--- src/rtl/frq_pkg.sv ---
package frq_pkg;

    typedef enum logic [1:0] {
        CMD_RD  = 2'd0,
        CMD_WR  = 2'd1,
        CMD_ACT = 2'd2,
        CMD_PRE = 2'd3
    } frq_cmd_e;

endpackage

--- src/rtl/frq_store.sv ---
module frq_store #(
    parameter int DEPTH = 8,
    parameter int ROW_W = 14,
    parameter int COL_W = 11,
    localparam int IDX_W = $clog2(DEPTH)
) (
    input  logic                          clk,
    input  logic                          rst_n,
    input  logic                          enq_valid,
    input  logic [ROW_W-1:0]              enq_row,
    input  logic [COL_W-1:0]              enq_col,
    input  logic                          enq_wr,
    input  logic                          deq,
    input  logic [IDX_W-1:0]              deq_idx,
    output logic                          enq_ready,
    output logic [DEPTH-1:0]              vld,
    output logic [DEPTH-1:0][ROW_W-1:0]   rows,
    output logic [DEPTH-1:0][COL_W-1:0]   cols,
    output logic [DEPTH-1:0]              wrs,
    output logic [DEPTH-1:0][DEPTH-1:0]   older
);

    typedef struct packed {
        logic [DEPTH-1:0]              vld;
        logic [DEPTH-1:0][ROW_W-1:0]   row;
        logic [DEPTH-1:0][COL_W-1:0]   col;
        logic [DEPTH-1:0]              wr;
        logic [DEPTH-1:0][DEPTH-1:0]   older;
    } store_t;

    store_t           st_d, st_q;
    logic             full;
    logic             enq_acc;
    logic [IDX_W-1:0] free_idx;
    logic             free_found;

    always_comb begin
        st_d       = st_q;
        full       = &st_q.vld;
        enq_acc    = enq_valid && !full;
        free_idx   = '0;
        free_found = 1'b0;
        for (int i = 0; i < DEPTH; i++) begin
            if (!st_q.vld[i] && !free_found) begin
                free_idx   = IDX_W'(i);
                free_found = 1'b1;
            end
        end
        if (deq) begin
            st_d.vld[deq_idx] = 1'b0;
        end
        if (enq_acc) begin
            st_d.vld[free_idx] = 1'b1;
            st_d.row[free_idx] = enq_row;
            st_d.col[free_idx] = enq_col;
            st_d.wr[free_idx]  = enq_wr;
            for (int j = 0; j < DEPTH; j++) begin
                st_d.older[free_idx][j] = 1'b0;
            end
            for (int j = 0; j < DEPTH; j++) begin
                st_d.older[j][free_idx] = st_q.vld[j] && !(deq && deq_idx == IDX_W'(j));
            end
        end
    end

    always_ff @(posedge clk) begin
        if (!rst_n) begin
            st_q <= '0;
        end else begin
            st_q <= st_d;
        end
    end

    assign enq_ready = !full;
    assign vld       = st_q.vld;
    assign rows      = st_q.row;
    assign cols      = st_q.col;
    assign wrs       = st_q.wr;
    assign older     = st_q.older;


    no_overflow_chk: assert property (@(posedge clk) disable iff (!rst_n)
        (full && !deq) |=> (st_q.vld == $past(st_q.vld)));


    deq_live_chk: assert property (@(posedge clk) disable iff (!rst_n)
        deq |-> st_q.vld[deq_idx]);


    deq_shrink_chk: assert property (@(posedge clk) disable iff (!rst_n)
        (deq && !enq_acc) |=> ($countones(st_q.vld) + 1 == $past($countones(st_q.vld))));

    generate
        for (genvar a = 0; a < DEPTH; a++) begin : g_pair_a
            for (genvar b = a + 1; b < DEPTH; b++) begin : g_pair_b

                age_order_chk: assert property (@(posedge clk) disable iff (!rst_n)
                    (st_q.vld[a] && st_q.vld[b]) |-> (st_q.older[a][b] != st_q.older[b][a]));
            end
        end
    endgenerate

endmodule

--- src/rtl/frq_pick.sv ---
module frq_pick
    import frq_pkg::*;
#(
    parameter int DEPTH = 8,
    parameter int ROW_W = 14,
    localparam int IDX_W = $clog2(DEPTH)
) (
    input  logic                          clk,
    input  logic                          rst_n,
    input  logic [DEPTH-1:0]              vld,
    input  logic [DEPTH-1:0][ROW_W-1:0]   rows,
    input  logic [DEPTH-1:0]              wrs,
    input  logic [DEPTH-1:0][DEPTH-1:0]   older,
    input  logic                          open_valid,
    input  logic [ROW_W-1:0]              open_row,
    input  logic                          fcfs_mode,
    output logic                          pick_valid,
    output logic [IDX_W-1:0]              pick_idx,
    output frq_cmd_e                      pick_cmd
);

    logic [DEPTH-1:0] hit;
    logic [DEPTH-1:0] cand;
    logic [DEPTH-1:0] win;
    logic             use_hit;

    always_comb begin
        for (int i = 0; i < DEPTH; i++) begin
            hit[i] = vld[i] && open_valid && (rows[i] == open_row);
        end
        use_hit = !fcfs_mode && (|hit);
        cand    = use_hit ? hit : vld;
        for (int i = 0; i < DEPTH; i++) begin
            win[i] = cand[i];
            for (int j = 0; j < DEPTH; j++) begin
                if (j != i && cand[j] && !older[i][j]) begin
                    win[i] = 1'b0;
                end
            end
        end
        pick_valid = |vld;
        pick_idx   = '0;
        for (int i = 0; i < DEPTH; i++) begin
            if (win[i]) begin
                pick_idx = IDX_W'(i);
            end
        end
        if (hit[pick_idx]) begin
            pick_cmd = wrs[pick_idx] ? CMD_WR : CMD_RD;
        end else if (open_valid) begin
            pick_cmd = CMD_PRE;
        end else begin
            pick_cmd = CMD_ACT;
        end
    end


    single_winner_chk: assert property (@(posedge clk) disable iff (!rst_n)
        pick_valid |-> $onehot(win));


    hit_first_chk: assert property (@(posedge clk) disable iff (!rst_n)
        (!fcfs_mode && (|hit)) |-> hit[pick_idx]);

    generate
        for (genvar k = 0; k < DEPTH; k++) begin : g_fcfs

            fcfs_oldest_chk: assert property (@(posedge clk) disable iff (!rst_n)
                (fcfs_mode && pick_valid && vld[k]) |-> !older[k][pick_idx]);
        end
    endgenerate

endmodule

--- src/rtl/frfcfs_sched.sv ---
module frfcfs_sched
    import frq_pkg::*;
#(
    parameter int DEPTH = 8,
    parameter int ROW_W = 14,
    parameter int COL_W = 11,
    localparam int IDX_W = $clog2(DEPTH)
) (
    input  logic              clk,
    input  logic              rst_n,
    input  logic              enq_valid,
    input  logic [ROW_W-1:0]  enq_row,
    input  logic [COL_W-1:0]  enq_col,
    input  logic              enq_wr,
    output logic              enq_ready,
    input  logic              open_valid,
    input  logic [ROW_W-1:0]  open_row,
    input  logic              fcfs_mode,
    input  logic              sel_en,
    output logic              pick_valid,
    output logic [IDX_W-1:0]  pick_idx,
    output logic [ROW_W-1:0]  pick_row,
    output logic [COL_W-1:0]  pick_col,
    output logic              pick_wr,
    output logic [1:0]        pick_cmd,
    output logic              deq
);

    logic [DEPTH-1:0]              vld;
    logic [DEPTH-1:0][ROW_W-1:0]   rows;
    logic [DEPTH-1:0][COL_W-1:0]   cols;
    logic [DEPTH-1:0]              wrs;
    logic [DEPTH-1:0][DEPTH-1:0]   older;
    frq_cmd_e                      cmd;

    frq_store #(.DEPTH(DEPTH), .ROW_W(ROW_W), .COL_W(COL_W)) u_store (
        .clk       (clk),
        .rst_n     (rst_n),
        .enq_valid (enq_valid),
        .enq_row   (enq_row),
        .enq_col   (enq_col),
        .enq_wr    (enq_wr),
        .deq       (deq),
        .deq_idx   (pick_idx),
        .enq_ready (enq_ready),
        .vld       (vld),
        .rows      (rows),
        .cols      (cols),
        .wrs       (wrs),
        .older     (older)
    );

    frq_pick #(.DEPTH(DEPTH), .ROW_W(ROW_W)) u_pick (
        .clk        (clk),
        .rst_n      (rst_n),
        .vld        (vld),
        .rows       (rows),
        .wrs        (wrs),
        .older      (older),
        .open_valid (open_valid),
        .open_row   (open_row),
        .fcfs_mode  (fcfs_mode),
        .pick_valid (pick_valid),
        .pick_idx   (pick_idx),
        .pick_cmd   (cmd)
    );

    assign pick_row = rows[pick_idx];
    assign pick_col = cols[pick_idx];
    assign pick_wr  = wrs[pick_idx];
    assign pick_cmd = cmd;
    assign deq      = sel_en && pick_valid;


    cmd_class_chk: assert property (@(posedge clk) disable iff (!rst_n)
        (pick_valid && open_valid && pick_row == open_row) |-> (pick_cmd == {1'b0, pick_wr}));

endmodule

--- config.mk ---
export PLATFORM = sky130hd
export DESIGN_NAME = frfcfs_sched
export DESIGN_NICKNAME = d
export VERILOG_FILES = /design/src/rtl/frq_pkg.sv /design/src/rtl/frq_store.sv /design/src/rtl/frq_pick.sv /design/src/rtl/frfcfs_sched.sv
export SDC_FILE = /design/constraint.sdc
export NUM_CORES = 1
export LEC_CHECK = 0
export BUFFER_PORTS_ARGS = -buffer_cell sky130_fd_sc_hd__clkbuf_2
export CAP_MARGIN = 15
export CORE_ASPECT_RATIO = 0.75
export CORE_MARGIN = 8
export CORE_UTILIZATION = 55
export DETAILED_ROUTE_END_ITERATION = 12
export PLACE_DENSITY = 0.76
export SYNTH_ARGS = -nofsm -noshare
export SYNTH_HDL_FRONTEND = slang
export SYNTH_SLANG_ARGS = --single-unit
--- constraint.sdc ---
create_clock -name clk -period 4.15 [get_ports clk]
set_input_delay 0.415 -clock clk [delete_from_list [all_inputs] [get_ports clk]]
set_output_delay 0.415 -clock clk [all_outputs]
set_load 0.01 [all_outputs]
# == Yosys cells after proc, flatten, opt, wreduce, memory -nomap -nowiden ==
# Cells that the tools add are included.
# totals
elab_cells,352
register_bits,280
# classes
reduce_logical,169
eq_ne,15
mux,119
bitwise,19
n_lt_le_gt_ge,4
# ops
cell,n
$and 64x64->64,8
$not 64->64,8
$mux 280,1
$demux 8 s3,8
$bwmux 112,1
$eq 14x14->1,8
$logic_and 1x1->1,93
$bwmux 88,1
$bwmux 8,9
$logic_not 1->1,72
$mux 1,65
$bmux 14 s3,1
$demux 14 s3,1
$bmux 11 s3,1
$demux 11 s3,1
$mux 14,2
$mux 3,9
$mux 8,3
$mux 11,2
$reduce_or 8->1,2
$eq 3x3->1 const B,4
$mux 2,6
$and 8x8->8,1
$lt 3x4->1 const B,2
other kinds (13),17

# == Longest topological paths before layout ==
# Gate-level depths: netlist of the first run.
# logic_depth
word_depth,36
mapped_depth,17

# == Cells and area by module ==
# From an unflattened synthesis of the first run, not the netlist that was laid out.
# unflattened
hier_cells,1717
hier_area_um2,15185.8
# modules_own_cells
module,seq_area_each_um2,area_each_um2,cells_per_inst,n_inst
frq_store,5605.4,10636.5,1255,1
frq_pick,0.0,2805.2,368,1
frfcfs_sched,0.0,1744.2,94,1

# == Least setup slack after synthesis of the first run ==
# OpenSTA, ideal clock, no wires.
# synth_timing
kind,in2out
startpoint,input open_row[10]
endpoint,output pick_cmd[0]
path_slack_ps,-64
cell_stages,15
n_path_buf,3
arrival_ps,3799
path_cell_list,buf_4 -> xor2_1 -> nor4_4 -> nand4_4 -> nand4_2 -> buf_6 -> nor3_1 -> or4b_4 -> or4_4 -> buf_6 -> o211ai_2 -> nor4b_2 -> nor3b_1 -> a211oi_2 -> mux2_2
# synth_between
elab_chain_cells,24
word_cells_on_any_way,130
# synth_lines
element,line_no,source
start: declaration,frfcfs_sched.sv:17,"input logic [ROW_W-1:0] open_row,"
$eq 14x14->1,frq_pick.sv:29,hit[i] = vld[i] && open_valid && (rows[i] == open_row);
$logic_and 1x1->1,frq_pick.sv:29,
$reduce_or 8->1,frq_pick.sv:31,use_hit = !fcfs_mode && (|hit);
$logic_and 1x1->1,frq_pick.sv:31,
$mux 8,frq_pick.sv:32,cand = use_hit ? hit : vld;
$logic_and 1x1->1,frq_pick.sv:36,if (j != i && cand[j] && !older[i][j]) begin
$mux 1 (7 in a row),frq_pick.sv:36,
$mux 1,frq_pick.sv:44,if (win[i]) begin
$mux 2 (2 in a row),frq_pick.sv:44,
$mux 3 (4 in a row),frq_pick.sv:44,
$bmux 1 s3,frq_pick.sv:49,pick_cmd = wrs[pick_idx] ? CMD_WR : CMD_RD;
$mux 1 (not written as such),frq_pick.sv:49,
$mux 1,frq_pick.sv:49,
$mux 2 *,frq_pick.sv:48,if (hit[pick_idx]) begin
end: declaration,frfcfs_sched.sv:25,"output logic [1:0] pick_cmd,"
# Every way passes the cells marked *; elsewhere a longest branch is shown, timed or not. The select of a mux whose other input is x is not followed.

==> impl_metrics.ini, run 1 <==
[global_route]
grt_max_degree = 179
grt_pass1_vias = 15359
grt_pass1_wl_mm = 95.2
grt-ovfl-total = 0
track_usage = 0.387
antenna_found_initial = 2

[worst_setup_path]
path_class = register to primary output
cp_data_required_time_ps = 3730
cp-end-kind = primary output
cp_data_arrival_time_ps = 4530
worstPathMaxFanout = 19
crit_path_start_kind = register

[floorplan]
dieArea_um2 = 32500
fp.dieH_um = 158
initial_core_util = 0.555
die_w_um = 206
rows = 52
ioPinCount = 80
core_um2 = 26700

[sta]
final-setup-viol-count = 39
slew_violations = 0
final-hold-violation-count = 0
post-route-period-util = 1.19
max_freq_ghz = 0.202
finClkSkew_ps = 22.8
max_slew_margin = 0.198
tns_ps = -22570
fin_crit_ps = 4950
layout_setup_ws_ps = -799
tightest_slew_ps = 1200
rsz0062_at_grt = yes

[synth]
ys_async_sr_fraction = 0
syn_nets = 1922
ys_seq_area_frac = 0.358
avgSynthCellArea_um2 = 7.91
syn_inst = 1876
synth_edf_count = 0
synth_ff_type = dfxtp_1
syn_area_um2 = 14800
yosys_warnings = 0
yosysUniqueCellTypes = 70
ys_ff_latch = 265

[cts]
cts_root_buf = clkbuf_16
cts_made_buffers = 27
cts_hold_buffers = 0
clockBufferDepth = 3
cts_sinks = 265
clk_pin_slew_ps = 70
cts_tree = built
htree_levels = 1
clk_latency_ps = 590

[route]
postRouteAntennaNets = 0
routed_via_density = 6.41
routed_wl_mm = 65.5
drt_first_iter_violations = 2067
post-route-drc-count = 0
firstDrtPassIters = 6
vias = 16192
routedWlPerCell_um = 25.9

[finish]
diodes = 0
drive_above_1_share = 0.301
fin_nets = 2203
final_util = 0.739
area_delta_synth_final_pct = 33.2
fill_cells = 1937

[power]
powerDensity_nw_per_um2 = 302
vdd_drop_max_mv = 0.384
leakage_uw = 0.00758

[job]
cap_violations = 0

[placed_design]
numPortBuffers = 79
routabilityCongestion = 1.02
dpl.hpwl_mm = 44.9

[run_status]
outcome = finished, violations left
violations = setup timing

[hold_path]
hp-class = input pin to register
min-delay-start = enq_col[0]
==> path summary, 6_finish.rpt <==
path	end	slack (ps)	depth (start not counted)
max	pick_col[7]	-800	15
min	register	180	3
max reg2reg	u_store.older[8]	-150	16
min reg2reg	register	470	2
==> critical path, cell delays in order, from the launching register on <==
cell and delay [ps]:
dfxtp_1 340, xnor2_2 310, nor4b_4 320, nand4_4 260, nand4_2 190, nor3_1 60, or4b_4 560, or4_4 620
nand4_1 120, nand2_2 120, buf_12 190, buf_4 180, a21oi_2 190, o211ai_1 130, and3_1 220, clkbuf_2 130
==> metrics by stage <==
step / hold slack (ps) / total power [µW] / cell area, µm² / setup WS [ps] / cells
final: 183 / 5960 / 19800 / -799 / 2528
after global routing: 201 / 6080 / 19800 / -922 / 2528
after CTS: 164 / 5880 / 19300 / -751 / 2519
after detailed placement: 457 / 3350 / 17400 / -859 / 2448
after global placement: 448 / 3350 / 17400 / -1070 / 2448
after floorplan: 439 / 3060 / 14900 / 8.27 / 1876
==> where the power goes <==
part           leakage [µW]  total (µW)  switching (µW)  internal (µW)
Combinational       0.00499         801             474            328
Clock              0.000446        2550            1140           1420
Sequential          0.00215        2610            32.7           2580
Total               0.00758        5960            1640           4320
==> layout make-up <==
type,count,area (µm²),share of cell area
Clock buffer,35,756,0.0382
Clock inverter,14,144,0.00728
Inverter,56,210,0.0106
Multi-Input combinational cell,1385,9460,0.479
Sequential cell,265,5330,0.270
Tap cell,351,439,0.0222
Timing Repair Buffer,422,3420,0.173
==> cell families after synthesis <==
family	after synthesis	synth area share
buf+inv	226	0.0715
compound gates	494	0.239
mux	35	0.0240
flops	265	0.358
simple gates	744	0.242
xor+xnor	112	0.0661
==> routing by layer <==
layer | GRT usage | vias up | wire length, µm
met5 | 0 | - | 27
met4 | 0.133 | 4 | 2410
met3 | 0.116 | 220 | 9440
met2 | 0.560 | 1203 | 27000
met1 | 0.540 | 7759 | 26600
li1 | - | 7006 | -
==> placed cells by master, fill, tap and decap left out, types with 14 or more instances in the layout <==
cell type	n
xor2_2	26
buf_6	20
clkbuf_2	61
dfxtp_1	246
buf_12	18
and3_1	19
a21oi_1	38
xor2_1	72
buf_4	307
nor2_1	14
nand2_1	499
o22ai_1	29
and2_1	24
nand3_1	25
clkbuf_16	28
o221ai_1	24
a21boi_0	219
a22oi_1	22
nor4_1	18
mux2i_1	22
nor2b_1	24
dfxtp_2	17
inv_1	56
o211ai_1	44
o21ai_0	41
==> cells in the mapped netlist (4+ instances only) <==
master	instances	area (µm²)
a21boi_0	221	1660
a21o_1	4	30.0
a21oi_1	44	220
a22oi_1	22	165
and2_1	27	169
and3_1	25	156
and4_1	4	35.0
buf_1	5	18.8
buf_2	10	50.1
buf_4	35	263
buf_6	9	101
clkbuf_1	110	413
dfxtp_1	265	5310
inv_1	56	210
mux2_2	5	56.3
mux2i_1	30	300
nand2_1	504	1890
nand3_1	26	130
nand4_1	10	62.6
nand4_2	7	87.6
nor2_1	15	56.3
nor2b_1	24	150
nor3_1	14	70.1
nor4_1	24	150
nor4_2	12	150
nor4b_2	5	75.1
o2111ai_1	7	61.3
o211ai_1	44	330
o21a_1	8	60.1
o21ai_0	45	225
o221ai_1	37	324
o22a_1	4	35.0
o22ai_1	31	194
o31ai_1	5	37.5
or3_1	15	93.8
or4_1	11	82.6
xnor2_1	8	70.1
xor2_1	104	911
==> repair_timing <==
action | 4_1_cts | 5_1_grt
setup buffers | 25 | 9
gates resized for setup | 145 | 78
hold endpoints to repair | 0 | 0
endpoints found under the setup margin | 66 | 56
pin swaps | 43 | 34
gates cloned | 2 | 2
Note: power is estimated with default switching activity, not from simulation.
==> inputs of run 2 (changes only) <==
--- a/config.mk
+++ b/config.mk
@@ -12,6 +12,8 @@
 export CORE_UTILIZATION = 55
 export DETAILED_ROUTE_END_ITERATION = 12
 export PLACE_DENSITY = 0.76
+export SETUP_SLACK_MARGIN = 0.4
+export SLEW_MARGIN = 0
 export SYNTH_ARGS = -nofsm -noshare
 export SYNTH_HDL_FRONTEND = slang
 export SYNTH_SLANG_ARGS = --single-unit
==> impl_metrics.ini, run 2 (same netlist as run 1, synthesis figures left out) <==
[global_route]
grt-ovfl-total = 0
grt.busiest_layer = met2
grt_max_degree = 198
grt_pass1_vias = 15635
grt_use_met1 = 0.543
gr-usage-met3 = 0.117
grt_pass1_wl_mm = 95.8
gr-usage-met2 = 0.562
antenna_found_initial = 1
track_usage = 0.390

[worst_setup_path]
ff2ff_path_depth = 22
slowest_stage = or4_4
cp.depth = 18
worstPathMaxFanout = 6
cp_data_required_time_ps = 3730
path_cells = xor2_4 > nor4_2 > buf_4 > nand4_1 > buf_12 > buf_4 > nand4_1 > or3_4 > buf_4 > and2_1 > or4_4 > buf_6 > o211ai_4 > o2111ai_1 > nor3b_2 > a211oi_2 > mux2_4 > buf_6
cp_data_arrival_time_ps = 4680
crit_path_start_kind = register
cp-end-kind = primary output
path_class = register to primary output
crit_path_frequent_cell = buf_4
slowest_delay_ps = 590
path_delay_family = simple AND/OR/NAND/NOR gates
rrSetupSlack_ps = -510
rr_endpoint = u_store.older[15]
path_buf_inv = 6

[route]
firstDrtPassIters = 6
vias = 16466
routed_via_density = 6.37
postRouteAntennaNets = 0
routed_wl_mm = 66.7
routedWlPerCell_um = 25.8
drt_first_iter_violations = 2161
post-route-drc-count = 0

[cts]
cts_sinks = 265
cts_made_buffers = 28
clockBufferDepth = 3
clk_pin_slew_ps = 70
cts_root_buf = clkbuf_16
htree_levels = 1
clk_latency_ps = 600
cts_tree = built

[finish]
diodes = 0
area_delta_synth_final_pct = 40.5
fin_nets = 2257
final_cell_mix = 494 x nand2_1, 310 x buf_4, 256 x dfxtp_1
final_util = 0.780
drive_above_1_share = 0.322
final_common_cell = nand2_1

[sta]
max_slew_margin = 0.433
final-hold-violation-count = 0
tns_ps = -30320
tightest_slew_ps = 845
rsz0062_at_grt = yes
post-route-period-util = 1.23
layout_setup_ws_ps = -943
finClkSkew_ps = 29.3
slew_violations = 0
max_freq_ghz = 0.196
fin_crit_ps = 5090
final-setup-viol-count = 48

[job]
cap_violations = 0

[hold_path]
min-delay-start = enq_col[0]
worstHoldPathCells = 3
hp-class = input pin to register

[power]
p_total_uw = 6220
powerDensity_nw_per_um2 = 298
leakage_uw = 0.00812
vdd_drop_max_mv = 0.464

[placed_design]
numPortBuffers = 79
dpl.hpwl_mm = 43.0
routabilityCongestion = 1.06

[run_status]
violations = setup timing
outcome = finished, violations left

[floorplan]
dieArea_um2 = 32500
fp.dieH_um = 158
ioPinCount = 80
die_w_um = 206
rows = 52
initial_core_util = 0.555
core_um2 = 26700
## run 2: timing repair
item                                    4_1_cts  5_1_grt
resized for setup                           152      132
endpoints found under the setup margin       72       72
pin swaps                                    50       59
setup buffers                                36       18
endpoints found under the hold margin         0        0
hold buffers                                  0        0
gates cloned                                  4        5
## run 2: per-layer routing
layer	up-vias	wire, µm
li1	7139	-
met1	7856	26800
met2	1236	27500
met3	233	9770
met4	2	2720
met5	-	13
## run 2: cell type report
class / instances / area [µm²]
Clock buffer: 37 / 795
Sequential cell: 265 / 5320
Fill cell: 1808 / 5890
Inverter: 56 / 210
Clock inverter: 15 / 218
Tap cell: 351 / 439
Timing Repair Buffer: 474 / 4190
Multi-Input combinational cell: 1386 / 9670
## run 2: power by group
group | total (µW) | switching, µW | internal (µW)
Combinational | 855 | 491 | 364
Sequential | 2600 | 28.4 | 2580
Clock | 2760 | 1150 | 1610
Total | 6220 | 1670 | 4550
## run 2: worst max-delay path by stage
stage	start	endpoint	slack, ps
3_3_place_gp	open_row[7]	pick_col[10]	-880
2_1_floorplan	open_row[0]	pick_cmd[0]	60
3_5_place_dp	open_row[7]	pick_row[11]	-910
4_1_cts	register	pick_row[9]	-850
6_report	register	pick_cmd[0]	-940
5_1_grt	register	pick_col[9]	-1030
## run 2: through the flow
stage / setup WS [ps] / hold WS (ps) / instance area [µm²] / cells
2_1_floorplan: 59.1 / 439 / 15100 / 1876
3_3_place_gp: -884 / 450 / 17800 / 2468
3_5_place_dp: -906 / 459 / 17800 / 2468
4_1_cts: -846 / 152 / 19900 / 2560
5_1_grt: -1030 / 178 / 20800 / 2584
6_report: -943 / 150 / 20800 / 2584
## run 2: tightest hold or removal path: cells and delay by family
family / cells / cell delay (ps)
buffers and inverters: 1 / 150
AOI/OAI and AO/OA: 1 / 60
and+or+nand+nor: 1 / 70
